--- config.mk ---
export PLATFORM = sky130hd
export DESIGN_NAME = msi_cap_ctrl
export DESIGN_NICKNAME = d
export VERILOG_FILES = /design/src/rtl/msi_cap_pkg.sv /design/src/rtl/msi_cap_regs.sv /design/src/rtl/msi_cap_sched.sv /design/src/rtl/msi_cap_ctrl.sv
export SDC_FILE = /design/constraint.sdc
export NUM_CORES = 1
export LEC_CHECK = 0
export BUFFER_PORTS_ARGS = -buffer_cell sky130_fd_sc_hd__buf_2
export CAP_MARGIN = 20
export CORE_UTILIZATION = 59
export DETAILED_ROUTE_END_ITERATION = 6
export GPL_TIMING_DRIVEN = 0
export PLACE_DENSITY = 0.86
export SLEW_MARGIN = 40
export SYNTH_ARGS = -nofsm -noshare
export SYNTH_HDL_FRONTEND = slang
export SYNTH_HIERARCHICAL = 1
export SYNTH_SLANG_ARGS = --single-unit
export TNS_END_PERCENT = 20
--- constraint.sdc ---
create_clock -name clk -period 5.4 [get_ports clk]
set_input_delay 0.54 -clock clk [delete_from_list [all_inputs] [get_ports clk]]
set_output_delay 0.54 -clock clk [all_outputs]
set_load 0.02 [all_outputs]
--- src/rtl/msi_cap_pkg.sv ---
package msi_cap_pkg;
  localparam int VEC_W = 5;

  // Strobe from the scheduler to the register datapath
  typedef struct packed {
    logic             launch;
    logic [VEC_W-1:0] vec;
  } sendCmdT;

  function automatic logic [31:0] byteMerge(logic [31:0] oldW, logic [31:0] newW, logic [3:0] be);
    logic [31:0] r;
    for (int b = 0; b < 4; b++) r[b*8 +: 8] = be[b] ? newW[b*8 +: 8] : oldW[b*8 +: 8];
    return r;
  endfunction

  // Bits 0 .. 2^mme-1 set
  function automatic logic [31:0] vecCountMask(logic [2:0] mme);
    if (mme >= 3'd5) return 32'hFFFF_FFFF;
    return (32'h1 << (32'h1 << mme)) - 32'h1;
  endfunction
endpackage

--- src/rtl/msi_cap_regs.sv ---
module msi_cap_regs
  import msi_cap_pkg::*;
#(
  parameter int VEC_CAP = 4,
  parameter bit ADDR64  = 1'b1,
  parameter bit MASK_EN = 1'b1
) (
  input  logic               clk,
  input  logic               rstN,
  input  logic               cfgWrEn,
  input  logic [2:0]         cfgAddr,
  input  logic [3:0]         cfgByteEn,
  input  logic [31:0]        cfgWrData,
  output logic [31:0]        cfgRdData,
  input  logic               reqValid,
  input  logic [VEC_W-1:0]   reqVec,
  input  sendCmdT            cmd,
  output logic               msiEnable,
  output logic [VEC_CAP-1:0] eligible,
  output logic [63:0]        msgAddr,
  output logic [31:0]        msgData
);
  localparam logic [2:0]  MMC_VAL  = 3'($clog2(VEC_CAP));
  localparam logic [31:0] CAP_BITS = (VEC_CAP >= 32) ? 32'hFFFF_FFFF : ((32'h1 << VEC_CAP) - 32'h1);
  localparam logic [2:0]  IDX_CTRL = 3'd0;
  localparam logic [2:0]  IDX_ALO  = 3'd1;
  localparam logic [2:0]  IDX_AHI  = 3'd2;
  localparam logic [2:0]  IDX_DATA = ADDR64 ? 3'd3 : 3'd2;
  localparam logic [2:0]  IDX_MASK = IDX_DATA + 3'd1;
  localparam logic [2:0]  IDX_PEND = IDX_DATA + 3'd2;
  localparam logic [2:0]  IDX_LAST = MASK_EN ? IDX_PEND : IDX_DATA;
  localparam logic [7:0]  CAP_ID   = 8'h05;

  logic        enReg;
  logic [2:0]  mmeReg;
  logic [31:0] addrLo, addrHi, maskReg, reqQ;
  logic [15:0] dataReg;
  logic [63:0] msgAddrR;
  logic [31:0] msgDataR;

  logic [31:0] ctrlWord, wrWord, maskEff, qNext, inRange;
  logic        enNext, wrHit;
  logic [2:0]  mmeNext;
  logic [15:0] lowMask, launchData;

  assign maskEff  = MASK_EN ? maskReg : 32'h0;
  assign ctrlWord = {7'b0, 1'(MASK_EN), 1'(ADDR64), mmeReg, MMC_VAL, enReg, 8'h00, CAP_ID};
  assign inRange  = vecCountMask(mmeReg);

  // Read mux (also the base for byte-lane merging on writes)
  always_comb begin
    cfgRdData = 32'h0;
    if (cfgAddr == IDX_CTRL) cfgRdData = ctrlWord;
    if (cfgAddr == IDX_ALO) cfgRdData = addrLo;
    if (ADDR64 && cfgAddr == IDX_AHI) cfgRdData = addrHi;
    if (cfgAddr == IDX_DATA) cfgRdData = {16'h0, dataReg};
    if (MASK_EN && cfgAddr == IDX_MASK) cfgRdData = maskReg;
    if (MASK_EN && cfgAddr == IDX_PEND) cfgRdData = reqQ & maskEff;
  end

  assign wrWord = byteMerge(cfgRdData, cfgWrData, cfgByteEn);
  assign wrHit  = cfgWrEn && (cfgAddr <= IDX_LAST);

  // Control next state with clamp of an oversized vector count
  always_comb begin
    enNext  = enReg;
    mmeNext = mmeReg;
    if (cfgWrEn && cfgAddr == IDX_CTRL) begin
      enNext  = wrWord[16];
      mmeNext = wrWord[22:20];
      if (enNext && mmeNext > MMC_VAL) mmeNext = MMC_VAL;
    end
  end

  // Request queue: masked entries are the visible pending bits
  always_comb begin
    qNext = reqQ;
    if (cmd.launch) qNext[cmd.vec] = 1'b0;
    if (reqValid && enReg && inRange[reqVec]) qNext[reqVec] = 1'b1;
    if (wrHit && enNext) qNext = qNext & vecCountMask(mmeNext);
    qNext = qNext & CAP_BITS;
  end

  assign lowMask    = (16'h1 << mmeReg) - 16'h1;
  assign launchData = (dataReg & ~lowMask) | (16'(cmd.vec) & lowMask);

  always_ff @(posedge clk) begin
    if (!rstN) begin
      enReg    <= 1'b0;
      mmeReg   <= 3'd0;
      addrLo   <= 32'h0;
      addrHi   <= 32'h0;
      dataReg  <= 16'h0;
      maskReg  <= 32'h0;
      reqQ     <= 32'h0;
      msgAddrR <= 64'h0;
      msgDataR <= 32'h0;
    end else begin
      enReg  <= enNext;
      mmeReg <= mmeNext;
      reqQ   <= qNext;
      if (cfgWrEn && cfgAddr == IDX_ALO) addrLo <= {wrWord[31:2], 2'b00};
      if (ADDR64 && cfgWrEn && cfgAddr == IDX_AHI) addrHi <= wrWord;
      if (cfgWrEn && cfgAddr == IDX_DATA) dataReg <= wrWord[15:0];
      if (MASK_EN && cfgWrEn && cfgAddr == IDX_MASK) maskReg <= wrWord & CAP_BITS;
      if (cmd.launch) begin
        msgAddrR <= {(ADDR64 ? addrHi : 32'h0), addrLo};
        msgDataR <= {16'h0, launchData};
      end
    end
  end

  assign msiEnable = enReg;
  assign eligible  = enReg ? VEC_CAP'(reqQ & ~maskEff) : '0;
  assign msgAddr   = msgAddrR;
  assign msgData   = msgDataR;

  assert_mask_not_sent_R7: assert property (@(posedge clk) disable iff (!rstN)
    cmd.launch |-> !maskEff[cmd.vec]);
  assert_lowest_first_R8: assert property (@(posedge clk) disable iff (!rstN)
    cmd.launch |-> ((eligible & VEC_CAP'((32'h1 << cmd.vec) - 32'h1)) == '0));
  assert_queue_in_range_R9: assert property (@(posedge clk) disable iff (!rstN)
    enReg |-> ((reqQ & ~vecCountMask(mmeReg)) == 32'h0));
  assert_mme_clamped_R5: assert property (@(posedge clk) disable iff (!rstN)
    enReg |-> (mmeReg <= MMC_VAL));
  assert_drop_disabled_R10: assert property (@(posedge clk) disable iff (!rstN)
    !enReg |=> ((reqQ & ~$past(reqQ)) == 32'h0));
endmodule

--- src/rtl/msi_cap_sched.sv ---
module msi_cap_sched
  import msi_cap_pkg::*;
#(
  parameter int VEC_CAP = 4
) (
  input  logic               clk,
  input  logic               rstN,
  input  logic [VEC_CAP-1:0] eligible,
  input  logic               msgReady,
  output logic               msgValid,
  output sendCmdT            cmd
);
  logic             validReg, anyElig;
  logic [VEC_W-1:0] pickVec;

  // Lowest-numbered eligible vector wins
  always_comb begin
    pickVec = '0;
    anyElig = 1'b0;
    for (int i = VEC_CAP - 1; i >= 0; i--) begin
      if (eligible[i]) begin
        pickVec = VEC_W'(i);
        anyElig = 1'b1;
      end
    end
  end

  assign cmd.launch = anyElig && (!validReg || msgReady);
  assign cmd.vec    = pickVec;

  always_ff @(posedge clk) begin
    if (!rstN) validReg <= 1'b0;
    else if (cmd.launch) validReg <= 1'b1;
    else if (msgReady) validReg <= 1'b0;
  end

  assign msgValid = validReg;

  assert_valid_hold_R12: assert property (@(posedge clk) disable iff (!rstN)
    (validReg && !msgReady) |=> validReg);
endmodule

--- src/rtl/msi_cap_ctrl.sv ---
module msi_cap_ctrl
  import msi_cap_pkg::*;
#(
  parameter int VEC_CAP = 4,
  parameter bit ADDR64  = 1'b1,
  parameter bit MASK_EN = 1'b1
) (
  input  logic        clk,
  input  logic        rstN,
  input  logic        cfgWrEn,
  input  logic [2:0]  cfgAddr,
  input  logic [3:0]  cfgByteEn,
  input  logic [31:0] cfgWrData,
  output logic [31:0] cfgRdData,
  input  logic        irqValid,
  input  logic [4:0]  irqVec,
  output logic        msgValid,
  input  logic        msgReady,
  output logic [63:0] msgAddr,
  output logic [31:0] msgData,
  input  logic        intxIn,
  output logic        intxOut
);
  sendCmdT            cmd;
  logic               msiEnable;
  logic [VEC_CAP-1:0] eligible;

  msi_cap_regs #(.VEC_CAP(VEC_CAP), .ADDR64(ADDR64), .MASK_EN(MASK_EN)) uRegs (
    .clk(clk), .rstN(rstN), .cfgWrEn(cfgWrEn), .cfgAddr(cfgAddr),
    .cfgByteEn(cfgByteEn), .cfgWrData(cfgWrData), .cfgRdData(cfgRdData),
    .reqValid(irqValid), .reqVec(irqVec), .cmd(cmd), .msiEnable(msiEnable),
    .eligible(eligible), .msgAddr(msgAddr), .msgData(msgData)
  );

  msi_cap_sched #(.VEC_CAP(VEC_CAP)) uSched (
    .clk(clk), .rstN(rstN), .eligible(eligible), .msgReady(msgReady),
    .msgValid(msgValid), .cmd(cmd)
  );

  assign intxOut = intxIn & ~msiEnable;

  assert_msg_stable_R12: assert property (@(posedge clk) disable iff (!rstN)
    (msgValid && !msgReady) |=> ($stable(msgAddr) && $stable(msgData)));
endmodule

# ---- Word level (Yosys, flattened, before mapping)
# Cells that the tools add are included.
dict set report classes {
  add_sub_neg 3
  n_mul 0
  n_div 0
  magnitude_cmp 8
  n_eq_ne 5
  n_shift 5
  mux 41
  bitwise_logic 13
  n_reduce_logical 17
}
# operator count
set ops {}
lappend ops {{$mux W32} 7}
lappend ops {{$shl A1 B3 Y32 const A} 2}
lappend ops {{$mux W8} 4}
lappend ops {{$shl A1 B32 Y32 const A} 1}
lappend ops {{$shl A1 B32 Y4 const A} 1}
lappend ops {{$sub A32 B1 Y32 const B} 1}
lappend ops {{$mux W4} 7}
lappend ops {{$mux W25} 1}
lappend ops {{$and A16 B16 Y16} 1}
lappend ops {{$and A4 B4 Y4} 4}
lappend ops {{$and A5 B16 Y16} 1}
lappend ops {{$not A16 Y16} 1}
lappend ops {{$or A16 B16 Y16} 1}
lappend ops {{$shl A1 B3 Y16 const A} 1}
lappend ops {{$sub A16 B1 Y16 const B} 1}
lappend ops {{$logic_and A1 B1 Y1} 13}
lappend ops {{$mux W1} 13}
lappend ops {{$lt A5 B6 Y1 const B} 2}
lappend ops {{$demux W1 S5} 2}
lappend ops {{$ge A5 B1 Y1 const B} 2}
lappend ops {{$mux W2} 4}
lappend ops {{$not A4 Y4} 2}
lappend ops {{$eq A3 B2 Y1 const B} 2}
lappend ops {{$eq A3 B3 Y1 const B} 2}
lappend ops {{14 further kinds} 16}
dict set report totals {
  regBits 169
  latchBits 0
  ramBits 0
  romBits 0
  in_bits 50
  word_cells 102
  mem_count 0
}

# ---- Depth between registers and ports, before layout
# Gate-level depths: netlist (run 1).
dict set report depth {
  word_depth 19
  mapped_depth 13
  depth_no_buf 11
}

# ---- By module
# Netlist (run 1), hierarchy kept.
# mod n_inst cells_per_inst area_per_inst_um2 seq_area_each_um2
set modules_own_cells {}
lappend modules_own_cells {msi_cap_regs 1 920 8101.5 3363.2}
lappend modules_own_cells {msi_cap_sched 1 14 111.4 20.0}
lappend modules_own_cells {msi_cap_ctrl 1 1 13.8 0.0}

# ---- Worst setup path before layout (run 1)
# Ideal clock, no wire load.
dict set report synth_path {
  kind {register to register}
  startpoint {register uRegs.enReg, in the netlist uRegs/msiEnable}
  endpoint {register uRegs.reqQ[0]}
  setup_ns 0.115
  arrival_time_ns 2.344
  t_required_ns 5.285
  slack_ns 2.941
  stages_incl_launch_ff 12
  path_buffers 2
  cell_sequence {dfxtp_1 buf_2 nand2_1 nor2_1 nor4_4 nor2b_1 clkbuf_1 inv_1 nor4_1 or3b_2 a21oi_1 nor2b_1}
}
# element line_no
set synth_lines {}
lappend synth_lines {{start: declaration} msi_cap_regs.sv:34} ;# logic enReg;
lappend synth_lines {{start signal: assignment} msi_cap_regs.sv:99} ;# enReg <= enNext;
lappend synth_lines {{end signal: assignment} msi_cap_regs.sv:101} ;# reqQ <= qNext;
lappend synth_lines {{end: declaration} msi_cap_regs.sv:36} ;# logic [31:0] addrLo, addrHi, maskReg, reqQ;

==> summary.md, run 1 <==
| Metric | Value |
|---|---|
| Hold Fails Final Rpt | `0` |
| Status | `complete, no violations` |
| Worst-path maximum fanout | `9` |
| Hold Path Depth | `3` |
| Cell taking the most area after synthesis | `dfxtp_1` |
| Synthesized flop and latch total | `~170` |
| FILL cells | `1058` |
| Most frequent cells after synthesis | `dfxtp_1, nor2_1, mux2i_1, nand2_1, nor2b_1` |
| R2R Path End | `uRegs/reqQ[0]$_SDFF_PN0_` |
| Number of antenna cells inserted | `0` |
| Netlist cell types | `66` |
| Hold buffer count at CTS | `0` |
| Async SR Flop Fraction | `0` |
| DIE HEIGHT | `approximately 120 um` |
| Maximum number of pins on one net before global-route repair | `17` |
| Wire length of the first global-routing pass | `between 30 and 40 mm` |
| Drt first-iter violations | `725` |
| Later-pin clock latency in the skew report | `0.44 ns` |
| R2R Path Start | `uRegs/msiEnable$_SDFF_PN0_` |
| Layout overhead on the synthesized area | `20.5%` |
| GRT Util Overall | `0.338` |
| Root buffer selected by CTS | `clkbuf_16` |
| Cell breakdown of the critical path | `buf_2, nand2_1, nor2_1, nor4_4, nor2b_1, clkbuf_1, inv_1, nor4_1, or3b_2, a21oi_1, nor2b_1` |
| Slew at the pin closest to its max-slew limit | `0.831 ns` |
| Number of iterations in the first detailed-routing pass | `5` |
| Effective utilization at floorplan | `0.614` |
| Hold/Removal Path Class | `input port to flip-flop` |
| Drt total wl | `24.0 mm` |
| RSZ-0062 raised after global routing | `false` |
| Max-cap violations | `0` |
| Hpwl dp | `17.5 mm` |
| Fraction of final layout cells sized beyond drive strength 1 | `0.233` |
| Destination of the critical timing path | `uRegs/reqQ[0]$_SDFF_PN0_` |
| Mapped Avg Cell Area | `8.80 sq um` |
| Delay of the slowest critical-path stage | `roughly 0.60 ns` |
| Die outline width | `around 120 um` |
| Area share of the largest cell type after synthesis | `0.411` |
| Most used flip-flop cell after synthesis | `dfxtp_1` |
| Number of global-route vias before repair | `6956` |
| Most common cell in the netlist | `dfxtp_1` |
| Worst IR Drop VDD | `0.235 mV` |
| TritonCTS clock tree | `built` |
| Number of endpoints failing setup at the final stage | `0` |
| Worst setup startpoint | `uRegs/msiEnable$_SDFF_PN0_` |
| Total number of placement rows | `42` |
| Antenna-violating nets left | `0` |
| IO buf count | `between 150 and 200` |
| Total power divided by cell area | `between 200 and 300 nW/um^2` |
| Sequential fraction of the synthesis area | `0.411` |
| Post-CTS resize count | `0` |
| Critical-path top delay cell | `nor4_1` |
| Netlist Area Pre-Place | `8230 sq um` |
| Final net count | `1185` |
| GP Congestion | `0.951` |
| Top-level I/O count | `180` |
| Final Critical Period | `approximately 3.2 ns` |
| Number of instances in the synthesized netlist | `935` |
| Data required time at the worst endpoint | `5.72 ns` |
| Initial antenna violation count | `0` |
| Detailed-route DRC error count | `0` |
| Cell types with the largest area share after synthesis | `dfxtp_1, mux2i_1, nor2b_1` |
| Slew Limit Headroom | `0.446` |
| CTS clk-pin slew, worst paths | `0.07 ns` |
| Routed vias | `7538` |
| Final-layout setup total negative slack | `0 ns` |
| TritonCTS sink count | `169` |
| Area of the core region | `about 13000 sq um` |
| Final worst-path cycle share | `0.585` |
| FF-to-FF path depth | `11` |
| Crit start category | `flip-flop` |
| Setup bufs post-CTS | `0` |
| Number of enable flip-flop cells after synthesis | `0` |
| Number of max-slew violations in the final report | `0` |
| Die Area | `roughly 14000 sq um` |
| DP Area | `9310 sq um` |
| Arr. time, crit path | `3.48 ns` |
| Vias per inst | `5.71` |
| Most common cell on crit path | `nor2b_1` |
| Remaining Overflow, GRT | `0` |
| Post-DR wirelength/cell | `18.2 um` |
| Final instance area | `9910 sq um` |
| Crit path kind | `flip-flop to flip-flop` |
| Number of levels the H-tree was split into | `4` |
| Highest clock rate | `316 MHz` |
| Leakage power | `between 4 and 5 nW` |
| Reg2Reg Setup Slack | `2.24 ns` |
| Kind of end point of the critical path | `flip-flop` |
| Final Skew | `0.00804 ns` |
| Max Root-Sink Buffers | `2` |
| Total CTS buffers | `17` |
| Yosys warning total | `6` |
==> cell families after synthesis <==
group           count (synthesis)  synth area share
buf+inv                       103            0.0613
other cells                     3           0.00137
simple gates                  406             0.257
compound gates                143             0.129
fa+ha+maj                       4           0.00608
xor+xnor                        1           0.00106
flops                         169             0.411
mux                           106             0.133
==> sequential cells by signal (all words and copies together), names as in the netlist <==
register,flops
uRegs/msiEnable,1
uRegs/msgAddr,62
uRegs/addrHi,32
uRegs/maskEff,4
uRegs/msgData,16
uRegs/reqQ,4
uRegs/dataReg,16
uSched/msgValid,1
uRegs/mmeReg,3
uRegs/addrLo,30
==> metrics by stage <==
stage / power [W] / hold slack [ns] / utilization / setup WS [ns] / instances
after global routing: 0.00285 / 0.410 / 0.739 / 2.06 / 1320
after floorplan: 0.00147 / 0.453 / - / 2.94 / 955
after detailed placement: 0.00154 / 0.464 / 0.695 / 2.35 / 1288
final: 0.00278 / 0.406 / 0.739 / 2.24 / 1320
after global placement: 0.00154 / 0.457 / 0.695 / 2.37 / 1288
after CTS: 0.00278 / 0.394 / 0.739 / 2.33 / 1320
==> worst min-delay path by stage <==
stage	start	to	slack (ns)
finish	msgReady	uSched/msgValid$_SDFFE_PN0P_	0.41
global route	msgReady	uSched/msgValid$_SDFFE_PN0P_	0.41
CTS	msgReady	uSched/msgValid$_SDFFE_PN0P_	0.39
detailed placement	uRegs/msgData[1]$_SDFFE_PN0P_	uRegs/msgData[1]$_SDFFE_PN0P_	0.46
global placement	uRegs/msgData[1]$_SDFFE_PN0P_	uRegs/msgData[1]$_SDFFE_PN0P_	0.46
floorplan	uRegs/dataReg[1]$_SDFFE_PN0P_	uRegs/dataReg[1]$_SDFFE_PN0P_	0.45
==> power breakdown <==
part | total [W] | leakage [nW] | internal, W | switching, W
Combinational | 0.000247 | 2.50 | 0.0000939 | 0.000153
Clock | 0.00125 | 0.294 | 0.000706 | 0.000545
Sequential | 0.00128 | 1.37 | 0.00126 | 0.0000160
==> metal layers <==
| metal | global-route usage | vias to the layer above | wire length (um) |
|---|---|---|---|
| met5 | 0 | - | 0 |
| met3 | 0.0632 | 44 | 2480 |
| met2 | 0.522 | 422 | 10800 |
| met4 | 0.129 | 0 | 537 |
| li1 | - | 3530 | - |
| met1 | 0.465 | 3542 | 10200 |
==> area by class of cell <==
class | count | area, sq um | area share
plain buffers | 90 | 455 | 0.0460
clock buffers | 18 | 439 | 0.0443
clock inverters | 14 | 163 | 0.0164
inverters | 13 | 48.8 | 0.00492
multi-input cells | 683 | 4410 | 0.445
flip-flops and latches | 169 | 3380 | 0.341
well taps | 176 | 220 | 0.0222
repair buffers | 157 | 786 | 0.0793
==> critical path: cells and delay by family (launching register included) <==
| family | cells | cell delay [ns] |
|---|---|---|
| compound gates | 1 | 0.15 |
| buf+inv | 3 | 0.78 |
| simple gates | 7 | 1.73 |
| flops | 1 | 0.40 |
==> placed cells by master, fill, tap and decap left out, types with 3 or more instances in the layout <==
| cell | n |
|---|---|
| a22oi_1 | 17 |
| mux2i_1 | 89 |
| clkbuf_1 | 40 |
| inv_6 | 5 |
| o31ai_1 | 17 |
| nor3_1 | 4 |
| nand3_1 | 7 |
| nand2b_1 | 3 |
| o21ai_0 | 41 |
| buf_1 | 8 |
| and3_1 | 3 |
| buf_2 | 175 |
| and2_1 | 34 |
| clkinv_4 | 4 |
| mux2_2 | 16 |
| inv_1 | 12 |
| nand2_1 | 88 |
| nor3b_1 | 45 |
| conb_1 | 23 |
| nor2_1 | 123 |
| buf_4 | 21 |
| dfxtp_1 | 169 |
| clkbuf_16 | 17 |
| ha_1 | 4 |
| o211a_1 | 12 |
| a21boi_0 | 4 |
| a21oi_1 | 19 |
| a22o_1 | 9 |
| nor2b_1 | 79 |
(Power assumes the default switching activity.)
==> run 2, diff against run 1 <==
--- a/config.mk
+++ b/config.mk
@@ -5,12 +5,13 @@
 export SDC_FILE = /design/constraint.sdc
 export NUM_CORES = 1
 export LEC_CHECK = 0
+export ABC_AREA = 1
 export BUFFER_PORTS_ARGS = -buffer_cell sky130_fd_sc_hd__buf_2
 export CAP_MARGIN = 20
-export CORE_UTILIZATION = 59
+export CORE_UTILIZATION = 54
 export DETAILED_ROUTE_END_ITERATION = 6
 export GPL_TIMING_DRIVEN = 0
-export PLACE_DENSITY = 0.86
+export PLACE_DENSITY = 0.8
 export SLEW_MARGIN = 40
 export SYNTH_ARGS = -nofsm -noshare
 export SYNTH_HDL_FRONTEND = slang
==> constraint.sdc (replaced) <==
create_clock -name clk -period 3.1 [get_ports clk]
set_input_delay 0.31 -clock clk [delete_from_list [all_inputs] [get_ports clk]]
set_output_delay 0.31 -clock clk [all_outputs]
set_load 0.02 [all_outputs]
==> run 2 against run 1 <==
First-iteration DRC count up 25%. Critical path depth shrank 1. Count of clock-buffer cells in the layout rose by 1. Sequential cell count stayed put. Area after synthesis decreased by 5.4%. Non-clock buffer count fell by 8. Clock skew grew 0.00093 ns. Die area up 3.3%. Critical endpoint is now uRegs/msgData[7]$_SDFFE_PN0P_. Largest cell class unchanged. Largest power group unchanged.
==> summary.md, run 2 <==
| Metric | Value |
|---|---|
| Netlist Area Pre-Place | `7780 sq um` |
| Number of placed cells counting well taps | `~1400` |
| Die outline width | `between 100 and 150 um` |
| Fraction of final layout cells sized beyond drive strength 1 | `0.209` |
| Count of placed standard cells in the final layout, fillers left out | `1447` |
| Synthesized flop and latch total | `169` |
| Number of instances in the synthesized netlist | `1060` |
| Initial antenna violation count | `0` |
| Sink of the worst hold path | `uSched/msgValid$_SDFFE_PN0P_` |
| Worst-path maximum fanout | `10` |
| GP Congestion | `0.973` |
| Later-pin clock latency in the skew report | `0.43 ns` |
| Area share of the largest cell type after synthesis | `0.435` |
| Final Critical Period | `2.83 ns` |
| Max-cap violations | `0` |
| Area of the core region | `14000 sq um` |
| Crit path kind | `flip-flop to flip-flop` |
| Crit start category | `flip-flop` |
| Worst setup startpoint | `uRegs/msiEnable$_SDFF_PN0_` |
| Slew at the pin closest to its max-slew limit | `0.688 ns` |
| DIE HEIGHT | `122 um` |
| Max Root-Sink Buffers | `2` |
| Final Skew | `around 0.009 ns` |
| Number of endpoints failing setup at the final stage | `0` |
| Yosys warning total | `6` |
| Final instance area | `9430 sq um` |
| Number of enable flip-flop cells after synthesis | `0` |
| Post-DR wirelength/cell | `16.5 um` |
| Most frequent cells after synthesis | `dfxtp_1, o21ai_0, nand2_1, nor2_1, inv_1` |
| Sequential fraction of the synthesis area | `0.435` |
| Number of iterations in the first detailed-routing pass | `5` |
| Most used cells in the layout excluding fill and tap cells | `dfxtp_1, buf_2, o21ai_0` |
| Total number of placement rows | `43` |
| Root buffer selected by CTS | `clkbuf_16` |
| Hold Slack | `0.166 ns` |
| Drt first-iter violations | `903` |
| Drt total wl | `23.8 mm` |
| TritonCTS sink count | `169` |
| Slew Limit Headroom | `0.541` |
| RSZ-0062 raised after global routing | `false` |
| R2R Path Start | `uRegs/msiEnable$_SDFF_PN0_` |
| Netlist cell types | `45` |
| Top-level I/O count | `180` |
| Most used flip-flop cell after synthesis | `dfxtp_1` |
| Kind of end point of the critical path | `flip-flop` |
| Total power divided by cell area | `498 nW/um^2` |
| Wire length of the first global-routing pass | `~37 mm` |
| Leakage power | `a little under 5 nW` |
| Hold Path Depth | `3` |
| Number of flip-flops in the largest register | `between 60 and 70` |
| Most common cell in the netlist | `dfxtp_1` |
| Reg2Reg Setup Slack | `0.27 ns` |
| Cell types with the largest area share after synthesis | `dfxtp_1, o21ai_0, nand2_1` |
| Number of global-route vias before repair | `around 7300` |
| Maximum number of pins on one net before global-route repair | `17` |
| Antenna-violating nets left | `0` |
| Worst Setup Slack post-DPL | `-0.165 ns` |
| Commonest non-fill, non-tap cell in the layout | `dfxtp_1` |
| Cell taking the most area after synthesis | `dfxtp_1` |
| Detailed-route DRC error count | `0` |
| Number of antenna cells inserted | `0` |
| Hpwl dp | `about 17 mm` |
| R2R Path End | `uRegs/msgData[7]$_SDFFE_PN0P_` |
| CTS clk-pin slew, worst paths | `0.07 ns` |
| Routed vias | `8035` |
| Min setup slack post-route | `0.267 ns` |
| Number of max-slew violations in the final report | `0` |
| Hold Fails Final Rpt | `0` |
| DP Area | `about 8900 sq um` |
| IO buf count | `155` |
| Data required time at the worst endpoint | `3.42 ns` |
| TritonCTS clock tree | `built` |
| Mapped Avg Cell Area | `7.34 sq um` |
| Number of levels the H-tree was split into | `4` |
| Remaining Overflow, GRT | `0` |
| Die Area | `~15000 sq um` |
| Setup bufs post-CTS | `0` |
| Highest clock rate | `353 MHz` |
| Layout overhead on the synthesized area | `21.2%` |
| Async SR Flop Fraction | `0` |
| FF-to-FF path depth | `10` |
| Arr. time, crit path | `3.15 ns` |
| Worst IR Drop VDD | `between 0.3 and 0.4 mV` |
| Total CTS buffers | `17` |
| Status | `complete, no violations` |
| Final net count | `1308` |
| Hold buffer count at CTS | `0` |
| Effective utilization at floorplan | `0.556` |
| Vias per inst | `5.55` |
| Hold/Removal Path Class | `input port to flip-flop` |
| Final worst-path cycle share | `0.914` |
| GRT Util Overall | `0.325` |
| Hold_sp | `rstN` |
==> run 2: changes by cell type after synthesis, moves of 45 or more <==
| cell | delta |
|---|---|
| o21ai_0 | +113 |
| inv_1 | +103 |
| nand2_1 | +50 |
| mux2i_1 | -78 |
| nor3b_1 | -45 |
| nor2b_1 | -79 |
| a21oi_1 | +81 |
==> run 2: cells by family after synthesis <==
group / count (synthesis) / share of synthesized area
AOI/OAI and AO/OA: 325 / 0.235
muxes: 11 / 0.0142
DFF: 169 / 0.435
adders and majority gates: 4 / 0.00643
and+or+nand+nor: 341 / 0.192
buffers and inverters: 206 / 0.115
other: 3 / 0.00145
xor gates and xnor gates: 1 / 0.00113
==> run 2: critical path, stage by stage (launching register included) <==
cell	delay [ns]
dfxtp_1	0.51
nand2_1	0.09
nor2_1	0.18
nor2_1	0.10
a21boi_2	0.27
clkbuf_2	0.36
inv_1	0.13
clkbuf_1	0.33
clkbuf_1	0.35
a21oi_1	0.32
nor2_1	0.08
==> run 2: metal layers <==
| metal | global-route usage | vias up | wire length, um |
|---|---|---|---|
| met2 | 0.499 | 487 | 10600 |
| met1 | 0.440 | 3624 | 9830 |
| met3 | 0.0571 | 62 | 2530 |
| li1 | - | 3862 | - |
| met5 | 0 | - | 0 |
| met4 | 0.160 | 0 | 806 |
==> run 2: report_power, final <==
| part | switching, W | internal [W] |
|---|---|---|
| clock network | 0.000898 | 0.00115 |
| registers | 0.0000288 | 0.00221 |
| logic | 0.000273 | 0.000132 |
==> run 2: how the worst max path moves through the flow <==
stage                                                to  slack, ns  cells past startpoint
final                     uRegs/msgData[7]$_SDFFE_PN0P_       0.27                     10
after CTS                 uRegs/msgData[7]$_SDFFE_PN0P_       0.03                     10
after detailed placement  uRegs/msgData[7]$_SDFFE_PN0P_      -0.17                     10
after global placement    uRegs/msgData[7]$_SDFFE_PN0P_      -0.17                     10
after global routing      uRegs/msgData[7]$_SDFFE_PN0P_       0.13                     10
after floorplan                uRegs/reqQ[1]$_SDFF_PN0_       0.99                     17
==> run 2: what timing repair did <==
action,4_1_cts,5_1_grt
cloned,0,0
setup endpoints to repair,26,53
endpoints found under the hold margin,0,0
gates resized for setup,1,2
==> run 2: metrics by stage <==
| stage | utilization | power (W) | setup TNS, ns |
|---|---|---|---|
| final | 0.674 | 0.00469 | 0 |
| after global routing | 0.674 | 0.00483 | 0 |
| after CTS | 0.674 | 0.00469 | 0 |
| after detailed placement | 0.633 | 0.00268 | -0.604 |
| after global placement | 0.633 | 0.00267 | -0.426 |
| after floorplan | - | 0.00255 | 0 |
==> run 2: final cells by class <==
cell class                 instances  area (sq um)
fill                            1227          4560
multi-input combinational        705          3580
sequential                       169          3380
timing repair buffer             155           776
inverter                         122           463
clock buffer                      19           453
buffer                            84           434
tap                              180           225
clock inverter                    13           119
==> run 3, diff against run 2 <==
--- a/config.mk
+++ b/config.mk
@@ -10,7 +10,7 @@
 export CAP_MARGIN = 20
 export CORE_UTILIZATION = 54
 export DETAILED_ROUTE_END_ITERATION = 6
-export GPL_TIMING_DRIVEN = 0
+export GPL_TIMING_DRIVEN = 1
 export PLACE_DENSITY = 0.8
 export SLEW_MARGIN = 40
 export SYNTH_ARGS = -nofsm -noshare
==> run 3 against run 2 <==
Combinational power shrank 11%. Non-clock buffer count shrank 67. First-iteration DRC count shrank 27%. Fmax grew 27%. Clock skew is essentially flat. Cell count shrank 4.6%. Utilization shrank 1.8 points. Worst hold slack gained 0.028 ns. Largest cell class unchanged. Highest routed layer unchanged.
==> summary.md, run 3 (synthesis gave the netlist of run 2 again) <==
| Metric | Value |
|---|---|
| Final Critical Period | `2.22 ns` |
| Worst-path maximum fanout | `9` |
| GP Congestion | `0.961` |
| Highest clock rate | `450 MHz` |
| Hold Fails Final Rpt | `0` |
| Max-cap violations | `0` |
| Final worst-path cycle share | `0.717` |
| Delay of the slowest critical-path stage | `0.63 ns` |
| Number of placed cells counting well taps | `between 1000 and 1500` |
| Number of max-slew violations in the final report | `0` |
| Max Root-Sink Buffers | `2` |
| Most crowded layer after global routing | `met2` |
| Number of antenna cells inserted | `0` |
| Slew at the pin closest to its max-slew limit | `0.620 ns` |
| TritonCTS sink count | `approximately 170` |
| Most used cells in the layout excluding fill and tap cells | `dfxtp_1, buf_2, o21ai_0` |
| Critical-path top delay cell | `dfxtp_1` |
| Total power divided by cell area | `520 nW/um^2` |
| Final Skew | `0.00902 ns` |
| Fraction of final layout cells sized beyond drive strength 1 | `0.202` |
| Final-layout setup total negative slack | `0 ns` |
| Met3 usage | `0.0679` |
| Count of placed standard cells in the final layout, fillers left out | `between 1000 and 1500` |
| Crit start category | `flip-flop` |
| Effective utilization at floorplan | `0.556` |
| Cell breakdown of the critical path | `nand3_1, nand3_2, nand2_1, nand2_1, nand2_1, nand2_1, nand2_1, nand2_2, nand2_2, nor2_2, nand2_1, ha_1, inv_1, nor2_1, nor2_1` |
| Hold/Removal Path Class | `input port to flip-flop` |
| Post-CTS resize count | `0` |
| Number of iterations in the first detailed-routing pass | `5` |
| FF-to-FF path depth | `15` |
| Leakage power | `4.73 nW` |
| Vias per inst | `5.47` |
| R2R Path Start | `uRegs/mmeReg[1]$_SDFF_PN0_` |
| Core occupancy in the finished layout | `0.656` |
| CTS clk-pin slew, worst paths | `0.07 ns` |
| Status | `complete, no violations` |
| Number of levels the H-tree was split into | `4` |
| TritonCTS clock tree | `built` |
| Most common cell on crit path | `nand2_1` |
| Root buffer selected by CTS | `clkbuf_16` |
| Top-level I/O count | `180` |
| Met1 Track Usage GR | `0.385` |
| Total number of placement rows | `43` |
| Layout overhead on the synthesized area | `18.0%` |
| Setup bufs post-CTS | `0` |
| Total CTS buffers | `17` |
| Min setup slack post-route | `0.876 ns` |
| Commonest non-fill, non-tap cell in the layout | `dfxtp_1` |
| Total power draw | `0.00478 W` |
| Maximum number of pins on one net before global-route repair | `60` |
| Final net count | `1241` |
| Number of global-route vias before repair | `a little under 7000` |
| Area of the core region | `between 10000 and 15000 sq um` |
| Routed vias | `7542` |
| Wire length of the first global-routing pass | `33.3 mm` |
| Antenna-violating nets left | `0` |
| Hpwl dp | `roughly 15 mm` |
| Worst Setup Slack post-DPL | `between 0.7 and 0.8 ns` |
| Kind of end point of the critical path | `flip-flop` |
| Global routing usage on met2 | `0.446` |
| GRT Util Overall | `0.287` |
| Post-DR wirelength/cell | `15.5 um` |
| Arr. time, crit path | `between 2 and 3 ns` |
| Initial antenna violation count | `0` |
| Hold_sp | `cfgWrData[25]` |
| Die Area | `approximately 15000 sq um` |
| Crit path kind | `flip-flop to flip-flop` |
| IO buf count | `161` |
| Worst IR Drop VDD | `approximately 0.4 mV` |
| Slew Limit Headroom | `0.586` |
| Hold buffer count at CTS | `0` |
| Sink of the worst hold path | `uRegs/addrHi[25]$_SDFFE_PN0P_` |
| Number of flip-flops in the largest register | `62` |
| Detailed-route DRC error count | `0` |
| Number of endpoints failing setup at the final stage | `0` |
| Drt total wl | `21.4 mm` |
| RSZ-0062 raised after global routing | `false` |
| Data required time at the worst endpoint | `3.42 ns` |
| Remaining Overflow, GRT | `0` |
| Drt first-iter violations | `657` |
| DIE HEIGHT | `122 um` |
| Reg2Reg Setup Slack | `a little under 0.9 ns` |
| Die outline width | `roughly 120 um` |
| R2R Path End | `uRegs/reqQ[1]$_SDFF_PN0_` |
| Hold Path Depth | `3` |
| Later-pin clock latency in the skew report | `0.43 ns` |
## run 3: cell count changes in the layout (fill, tap and decap cells not counted), moves of 2 or more
| cell | change |
|---|---|
| inv_1 | -2 |
| inv_6 | -2 |
| buf_1 | -7 |
| clkbuf_1 | -35 |
| buf_6 | -2 |
| bufinv_16 | +2 |
| buf_12 | +2 |
| buf_4 | -13 |
| clkinvlp_4 | -3 |
| buf_2 | -8 |
| inv_2 | +2 |
## run 3: cell type report
class                   instances  area, sq um
repair buffers                172          916
multi-input cells             705         3590
clock buffers                  22          464
clock inverters                10          143
flip-flops and latches        169         3380
well taps                     180          225
fillers                      1223         4810
inverters                     122          463
## run 3: how the worst max path moves through the flow
stage                                from                        to  slack (ns)  depth (start not counted)
2_1_floorplan                  cfgAddr[1]  uRegs/reqQ[1]$_SDFF_PN0_        0.99                         17
3_3_place_gp                   cfgAddr[1]  uRegs/reqQ[1]$_SDFF_PN0_        0.84                         17
3_5_place_dp                   cfgAddr[1]  uRegs/reqQ[1]$_SDFF_PN0_        0.74                         17
4_1_cts        uRegs/mmeReg[1]$_SDFF_PN0_  uRegs/reqQ[3]$_SDFF_PN0_        0.90                         13
5_1_grt        uRegs/mmeReg[1]$_SDFF_PN0_  uRegs/reqQ[3]$_SDFF_PN0_        0.66                         12
6_report       uRegs/mmeReg[1]$_SDFF_PN0_  uRegs/reqQ[1]$_SDFF_PN0_        0.88                         15
## run 3: through the flow
| step | hold slack [ns] | area, sq um |
|---|---|---|
| 2_1_floorplan | 0.408 | 7850 |
| 3_3_place_gp | 0.458 | 8550 |
| 3_5_place_dp | 0.462 | 8570 |
| 4_1_cts | 0.175 | 9180 |
| 5_1_grt | 0.204 | 9180 |
| 6_report | 0.194 | 9180 |
## run 3: metal layers
layer / up-vias / routed length (um)
met5: - / 0
met4: 0 / 410
met3: 38 / 1830
met2: 328 / 9710
met1: 3453 / 9420
li1: 3723 / -
## run 3: power breakdown
group | internal (W) | leakage (nW) | switching [W]
Clock | 0.00131 | 0.295 | 0.000864
Sequential | 0.00221 | 1.37 | 0.0000286
Combinational | 0.000109 | 3.07 | 0.000250
## run 3: critical path, delay by kind of cell, from the launching register on
kind | cells | cell delay (ns)
adders and majority gates | 1 | 0.28
buffers and inverters | 1 | 0.04
DFF | 1 | 0.63
and+or+nand+nor | 13 | 1.14
